File: src/rtl/bcs_pkg.sv
package bcs_pkg;

    typedef enum logic [2:0] {
        LEN_ONE   = 3'b000,
        LEN_TWO   = 3'b001,
        LEN_FOUR  = 3'b010,
        LEN_EIGHT = 3'b011,
        LEN_PAGE  = 3'b111
    } len_code_e;

    typedef enum logic {
        ORD_INCR = 1'b0,
        ORD_XOR  = 1'b1
    } order_e;

endpackage

File: src/rtl/bcs_mode_decode.sv
module bcs_mode_decode
    import bcs_pkg::*;
#(
    parameter int COL_W = 9
) (
    input  logic [2:0]       len_code_i,
    input  logic             ilv_i,
    input  logic             write_i,
    input  logic             wbm_i,
    output logic [COL_W-1:0] mask_o,
    output logic             full_page_o,
    output logic             bad_o
);

    logic [COL_W-1:0] prog_mask;
    logic             prog_page;
    logic             reserved;
    logic             single_wr;

    always_comb begin
        prog_mask = '0;
        prog_page = 1'b0;
        reserved  = 1'b0;
        case (len_code_i)
            LEN_ONE:   prog_mask = '0;
            LEN_TWO:   prog_mask = COL_W'(1);
            LEN_FOUR:  prog_mask = COL_W'(3);
            LEN_EIGHT: prog_mask = COL_W'(7);
            LEN_PAGE: begin
                prog_mask = '1;
                prog_page = 1'b1;
            end
            default:   reserved = 1'b1;
        endcase
    end

    assign single_wr   = write_i && wbm_i;
    assign mask_o      = single_wr ? '0 : prog_mask;
    assign full_page_o = prog_page && !single_wr;
    assign bad_o       = reserved || (prog_page && (ilv_i == ORD_XOR));

    initial begin
        assert (COL_W >= 3)
            else $error("column width too small for eight-beat bursts");
    end

endmodule

File: src/rtl/bcs_addr_gen.sv
module bcs_addr_gen
    import bcs_pkg::*;
#(
    parameter int COL_W = 9
) (
    input  logic [COL_W-1:0] base_i,
    input  logic [COL_W-1:0] beat_i,
    input  logic [COL_W-1:0] mask_i,
    input  logic             ilv_i,
    output logic [COL_W-1:0] col_o
);

    logic [COL_W-1:0] incr_v;
    logic [COL_W-1:0] xor_v;

    assign incr_v = base_i + beat_i;
    assign xor_v  = base_i ^ beat_i;

    for (genvar i = 0; i < COL_W; i++) begin : g_bit
        assign col_o[i] = mask_i[i] ? ((ilv_i == ORD_XOR) ? xor_v[i] : incr_v[i])
                                    : base_i[i];
    end

endmodule

File: src/rtl/burst_col_seq.sv
module burst_col_seq
    import bcs_pkg::*;
#(
    parameter int COL_W = 9
) (
    input  logic             clk,
    input  logic             rst_n,
    input  logic             start_i,
    input  logic             write_i,
    input  logic [COL_W-1:0] start_col_i,
    input  logic [2:0]       len_code_i,
    input  logic             ilv_i,
    input  logic             wbm_i,
    input  logic             term_i,
    output logic [COL_W-1:0] col_o,
    output logic             valid_o,
    output logic             last_o,
    output logic             err_o
);

    typedef struct packed {
        logic             valid;
        logic             last;
        logic             err;
        logic             page;
        logic             ilv;
        logic [COL_W-1:0] base;
        logic [COL_W-1:0] beat;
        logic [COL_W-1:0] mask;
        logic [COL_W-1:0] col;
    } seq_state_t;

    seq_state_t st_d, st_q;

    logic [COL_W-1:0] dec_mask;
    logic             dec_page;
    logic             dec_bad;
    logic [COL_W-1:0] beat_nx;
    logic [COL_W-1:0] col_nx;
    logic             accept;
    logic             stop_page;

    bcs_mode_decode #(.COL_W(COL_W)) u_dec (
        .len_code_i  (len_code_i),
        .ilv_i       (ilv_i),
        .write_i     (write_i),
        .wbm_i       (wbm_i),
        .mask_o      (dec_mask),
        .full_page_o (dec_page),
        .bad_o       (dec_bad)
    );

    assign beat_nx = st_q.beat + COL_W'(1);

    bcs_addr_gen #(.COL_W(COL_W)) u_gen (
        .base_i (st_q.base),
        .beat_i (beat_nx),
        .mask_i (st_q.mask),
        .ilv_i  (st_q.ilv),
        .col_o  (col_nx)
    );

    assign accept    = start_i && (!st_q.valid || st_q.last);
    assign stop_page = st_q.page && term_i;

    always_comb begin
        st_d     = st_q;
        st_d.err = 1'b0;
        if (accept) begin
            if (dec_bad) begin
                st_d.valid = 1'b0;
                st_d.last  = 1'b0;
                st_d.err   = 1'b1;
            end else begin
                st_d.valid = 1'b1;
                st_d.base  = start_col_i;
                st_d.beat  = '0;
                st_d.mask  = dec_mask;
                st_d.ilv   = ilv_i && !dec_page;
                st_d.page  = dec_page;
                st_d.col   = start_col_i;
                st_d.last  = !dec_page && (dec_mask == '0);
            end
        end else if (st_q.valid && !st_q.last && !stop_page) begin
            st_d.beat = beat_nx;
            st_d.col  = col_nx;
            st_d.last = !st_q.page && (beat_nx == st_q.mask);
        end else begin
            st_d.valid = 1'b0;
            st_d.last  = 1'b0;
        end
    end

    always_ff @(posedge clk) begin
        if (!rst_n) begin
            st_q <= '0;
        end else begin
            st_q <= st_d;
        end
    end

    assign col_o   = st_q.col;
    assign valid_o = st_q.valid;
    assign last_o  = st_q.last;
    assign err_o   = st_q.err;

    p_err_excl_r7: assert property (@(posedge clk) disable iff (!rst_n)
        err_o |-> !valid_o);

    p_last_fixed_r8: assert property (@(posedge clk) disable iff (!rst_n)
        last_o |-> (valid_o && !st_q.page));

    p_term_stop_r4: assert property (@(posedge clk) disable iff (!rst_n)
        (valid_o && st_q.page && term_i) |=> !valid_o);

    p_incr_step_r2: assert property (@(posedge clk) disable iff (!rst_n)
        (valid_o && !last_o && !st_q.ilv && !stop_page)
        |=> (valid_o && ((col_o & $past(st_q.mask)) ==
                         (($past(col_o) + COL_W'(1)) & $past(st_q.mask)))));

    p_block_hold_r2: assert property (@(posedge clk) disable iff (!rst_n)
        (valid_o && !last_o && !stop_page)
        |=> ((col_o & ~$past(st_q.mask)) == ($past(col_o) & ~$past(st_q.mask))));

    p_xor_pos_r3: assert property (@(posedge clk) disable iff (!rst_n)
        (valid_o && st_q.ilv)
        |-> (((col_o ^ st_q.base) & st_q.mask) == (st_q.beat & st_q.mask)));

    p_no_gap_r9: assert property (@(posedge clk) disable iff (!rst_n)
        (last_o && start_i && !dec_bad) |=> valid_o);

endmodule

File: config.mk
export PLATFORM = sky130hd
export DESIGN_NAME = burst_col_seq
export DESIGN_NICKNAME = d
export VERILOG_FILES = /design/src/rtl/bcs_pkg.sv /design/src/rtl/bcs_mode_decode.sv /design/src/rtl/bcs_addr_gen.sv /design/src/rtl/burst_col_seq.sv
export SDC_FILE = /design/constraint.sdc
export NUM_CORES = 1
export LEC_CHECK = 0
export ABC_CLOCK_PERIOD_IN_PS = 5430
export BUFFER_PORTS_ARGS = -buffer_cell sky130_fd_sc_hd__buf_2
export CORE_UTILIZATION = 55
export CTS_BUF_LIST = sky130_fd_sc_hd__clkbuf_4
export DETAILED_ROUTE_END_ITERATION = 16
export HOLD_SLACK_MARGIN = 0.08
export PLACE_DENSITY = 0.81
export SYNTH_ARGS = -nofsm -noshare
export SYNTH_HDL_FRONTEND = slang
export SYNTH_SLANG_ARGS = --single-unit
export TNS_END_PERCENT = 30
File: constraint.sdc
create_clock -name clk -period 5.43 [get_ports clk]
set_clock_uncertainty 0.15 [all_clocks]
set_input_delay 0.8145 -clock clk [delete_from_list [all_inputs] [get_ports clk]]
set_output_delay 0.8145 -clock clk [all_outputs]
set_load 0.1 [all_outputs]
==> flow_metrics.tcl <==
set metrics [dict create \
    die_area_um2 4400 \
    die-height_um 66.3 \
    power.leakage_nw 1.03 \
    critPathArrivalTime_ns 3.03 \
    worstSkewPairLatency_ns 0.35 \
    drtPass1Iterations 4 \
    wire_per_inst_um 14.3 \
    timing.setup.tns_ns 0 \
    synthMostInstantiatedCell "sky130_fd_sc_hd__nand2_1" \
    overflow 0 \
    post-layout-total-power_mw 0.608 \
    post-route-period-util_pct 53.9 \
    count_of_input_and_output_buffers 30 \
    post-route-worst-setup-slack_ns 2.50 \
    drt_iter0_drc 133 \
    worst_setup_hold_path_clk_slew_ns 0.11 \
    combinationalPowerShare_pct 20.7 \
    synth_flop_cell "sky130_fd_sc_hd__dfxtp_1" \
    yosys-top-cells-count "sky130_fd_sc_hd__nand2_1, sky130_fd_sc_hd__dfxtp_1, sky130_fd_sc_hd__a21oi_1" \
    clock_path_buffers 2 \
    p_int_mw 0.410 \
    kind_of_launch_point_of_the_worst_setup_path "register" \
    tritoncts.num_buffers 5 \
    die_outline_width_um 66.3 \
    cts_max_level 2 \
    power.density_nw_per_um2 250 \
    fillers 380 \
    power.switching_mw 0.199 \
    rsz0062_at_grt "false" \
    result_of_the_run "finished clean" \
    clock_tree_from_tritoncts "done" \
    grt_first_pass_wirelength_um 8640 \
    finish.net_count 337 \
    ys_seq_elements 36 \
    syn-num-nets 325 \
    cts.repair.resized 0 \
    hpwl_um 3680 \
    total_area_of_multi_input_combinational_cells_um2 1370 \
    warnings_from_yosys 0 \
    synth_enable_flop_cells 0 \
    setup_violations 0 \
    sequentialPowerShare_pct 47.0 \
    drc_errors 0 \
    first_global_vias 2011 \
    cell_count_after_synthesis 294 \
    hold_path.class "register to register" \
    antenna_violating_nets_post_route 0 \
    syn_avg_cell_area_um2 7.75 \
    cts.sinks 36 \
    worst_slew_margin_rel_pct 24.6 \
    gp_congestion 0.864 \
    vdd_drop_max_mv 0.146 \
    crit_type "register to register" \
    floorplan.initialDensity_pct 56.9 \
    dp.cells 349 \
    p_sw_share_pct 32.7 \
    track_usage_pct 26.1 \
    cts_hold_repair_buffers 0 \
    design.portCount 31 \
    grt.met1_usage_pct 30.5 \
    final-hold-violation-count 0 \
    postSynth.asyncResetShare_pct 0 \
    grt_start_max_net_pins 37 \
    antenna_cells 0 \
    post_synth_num_cell_types 56 \
    num_vias 2035 \
    grt_util_met3_pct 5.34 \
    postCtsSetupRepairBufs 0 \
    grt.busiest_layer "met2" \
    grt_antenna_before_repair 0 \
    finalWorstPathRequiredPeriod_ns 2.93 \
    timing.fmax_mhz 342 \
    dp_worst_setup_slack_ns 2.43 \
    timing_max_transition_violations_final 0 \
    yosysSeqAreaShare_pct 31.6 \
    synth_top_area_share_pct 31.6 \
    tightest_slew_ns 1.13 \
    final_cell_count_without_fillers 357 \
    rows 23 \
    cap_violations 0 \
    totalWireLength_um 5090 \
    core_region_area_um2 4000 \
    globalRouteMet2Util_pct 45.3 \
    synth.largest_area_cell "sky130_fd_sc_hd__dfxtp_1" \
    power_frac_clock_pct 32.3 \
    vias_per_cell 5.70 \
    critPathCaptureType "register" \
    synth_top_cells_by_area "sky130_fd_sc_hd__dfxtp_1, sky130_fd_sc_hd__nand2_1, sky130_fd_sc_hd__a21oi_1" \
    area_growth_pct 6.70 \
    mappedNetlistArea_um2 2280 \
    seqCellArea_um2 721 \
    worst-endpoint-required_ns 5.54 \
    layout_cell_share_with_drive_strength_beyond_1_pct 16.0 \
    cp_max_fo 7 \
    cts-root-buf "sky130_fd_sc_hd__clkbuf_4" \
]
-- power groups by stage --
| stage | Clock [mW] | Combinational (mW) | Sequential (mW) |
|---|---|---|---|
| floorplan | 0 | 0.0959 | 0.299 |
| global placement | 0 | 0.122 | 0.292 |
| detailed placement | 0 | 0.126 | 0.292 |
| CTS | 0.200 | 0.126 | 0.286 |
| global route | 0.210 | 0.136 | 0.288 |
| finish | 0.196 | 0.126 | 0.286 |
-- area by class of cell --
class                   count  share of cell area, %
inverters                  11                   1.70
multi-input cells         221                   56.3
clock buffers               6                   1.85
repair buffers             31                   6.49
flip-flops and latches     36                   29.7
well taps                  50                   2.57
clock inverters             2                   1.44
-- placed cells by master, fill, tap and decap left out, types with 9 or more instances in the layout --
| master | Yosys | final |
|---|---|---|
| sky130_fd_sc_hd__buf_2 | 2 | 30 |
| sky130_fd_sc_hd__inv_1 | 11 | 11 |
| sky130_fd_sc_hd__o21ai_0 | 9 | 9 |
| sky130_fd_sc_hd__nand3_1 | 14 | 14 |
| sky130_fd_sc_hd__dfxtp_1 | 36 | 36 |
| sky130_fd_sc_hd__xnor2_1 | 11 | 11 |
| sky130_fd_sc_hd__a21oi_1 | 30 | 30 |
| sky130_fd_sc_hd__nor2_1 | 26 | 26 |
| sky130_fd_sc_hd__nand2_1 | 47 | 47 |
| sky130_fd_sc_hd__ha_1 | 11 | 11 |
-- metrics by stage --
step           hold WS (ns)  area (µm²)  utilization, %
6_report              0.335        2430            60.7
2_1_floorplan         0.301        2280               -
3_3_place_gp          0.314        2350            58.7
4_1_cts               0.338        2430            60.7
5_1_grt               0.370        2430            60.7
3_5_place_dp          0.321        2350            58.7
-- critical path, cell delays in order, from the launching register on --
cell                      delay [ns]
sky130_fd_sc_hd__dfxtp_1        0.47
sky130_fd_sc_hd__ha_1           0.35
sky130_fd_sc_hd__nand3_2        0.18
sky130_fd_sc_hd__xnor2_1        0.34
sky130_fd_sc_hd__ha_1           0.36
sky130_fd_sc_hd__a21o_1         0.22
sky130_fd_sc_hd__a21oi_1        0.15
sky130_fd_sc_hd__o21ai_1        0.12
sky130_fd_sc_hd__xor2_1         0.15
sky130_fd_sc_hd__a21oi_1        0.10
sky130_fd_sc_hd__o32ai_1        0.26
-- final timing paths --
check / from / endpoint / slack (ns) / cells after the start
max: st_q[18] / col_o[6] / 2.50 / 10
min reg2reg: st_q[27] / st_q[27] / 0.34 / 2
max reg2reg: st_q[18] / col_o[6] / 2.50 / 10
min: st_q[27] / st_q[27] / 0.34 / 2
-- state kept, by name (all words and copies together), names as in the netlist --
signal and count:
col_o 9, valid_o 1, st_q 24, err_o 1
last_o 1
-- cell families after synthesis --
logic type / count (synthesis) / synth area share (%)
and+or+nand+nor: 115 / 24.5
DFF: 36 / 31.6
AOI/OAI and AO/OA: 73 / 20.4
muxes: 2 / 0.934
adders and majority gates: 13 / 7.36
buffers and inverters: 37 / 8.30
xor gates and xnor gates: 18 / 6.92
-- routing by layer --
metal	vias to the layer above	share of wire, %
met3	14	4.3
met1	926	44
met4	0	2.7
li1	1045	-
met2	50	49
met5	-	0
(Power assumes the default switching activity.)
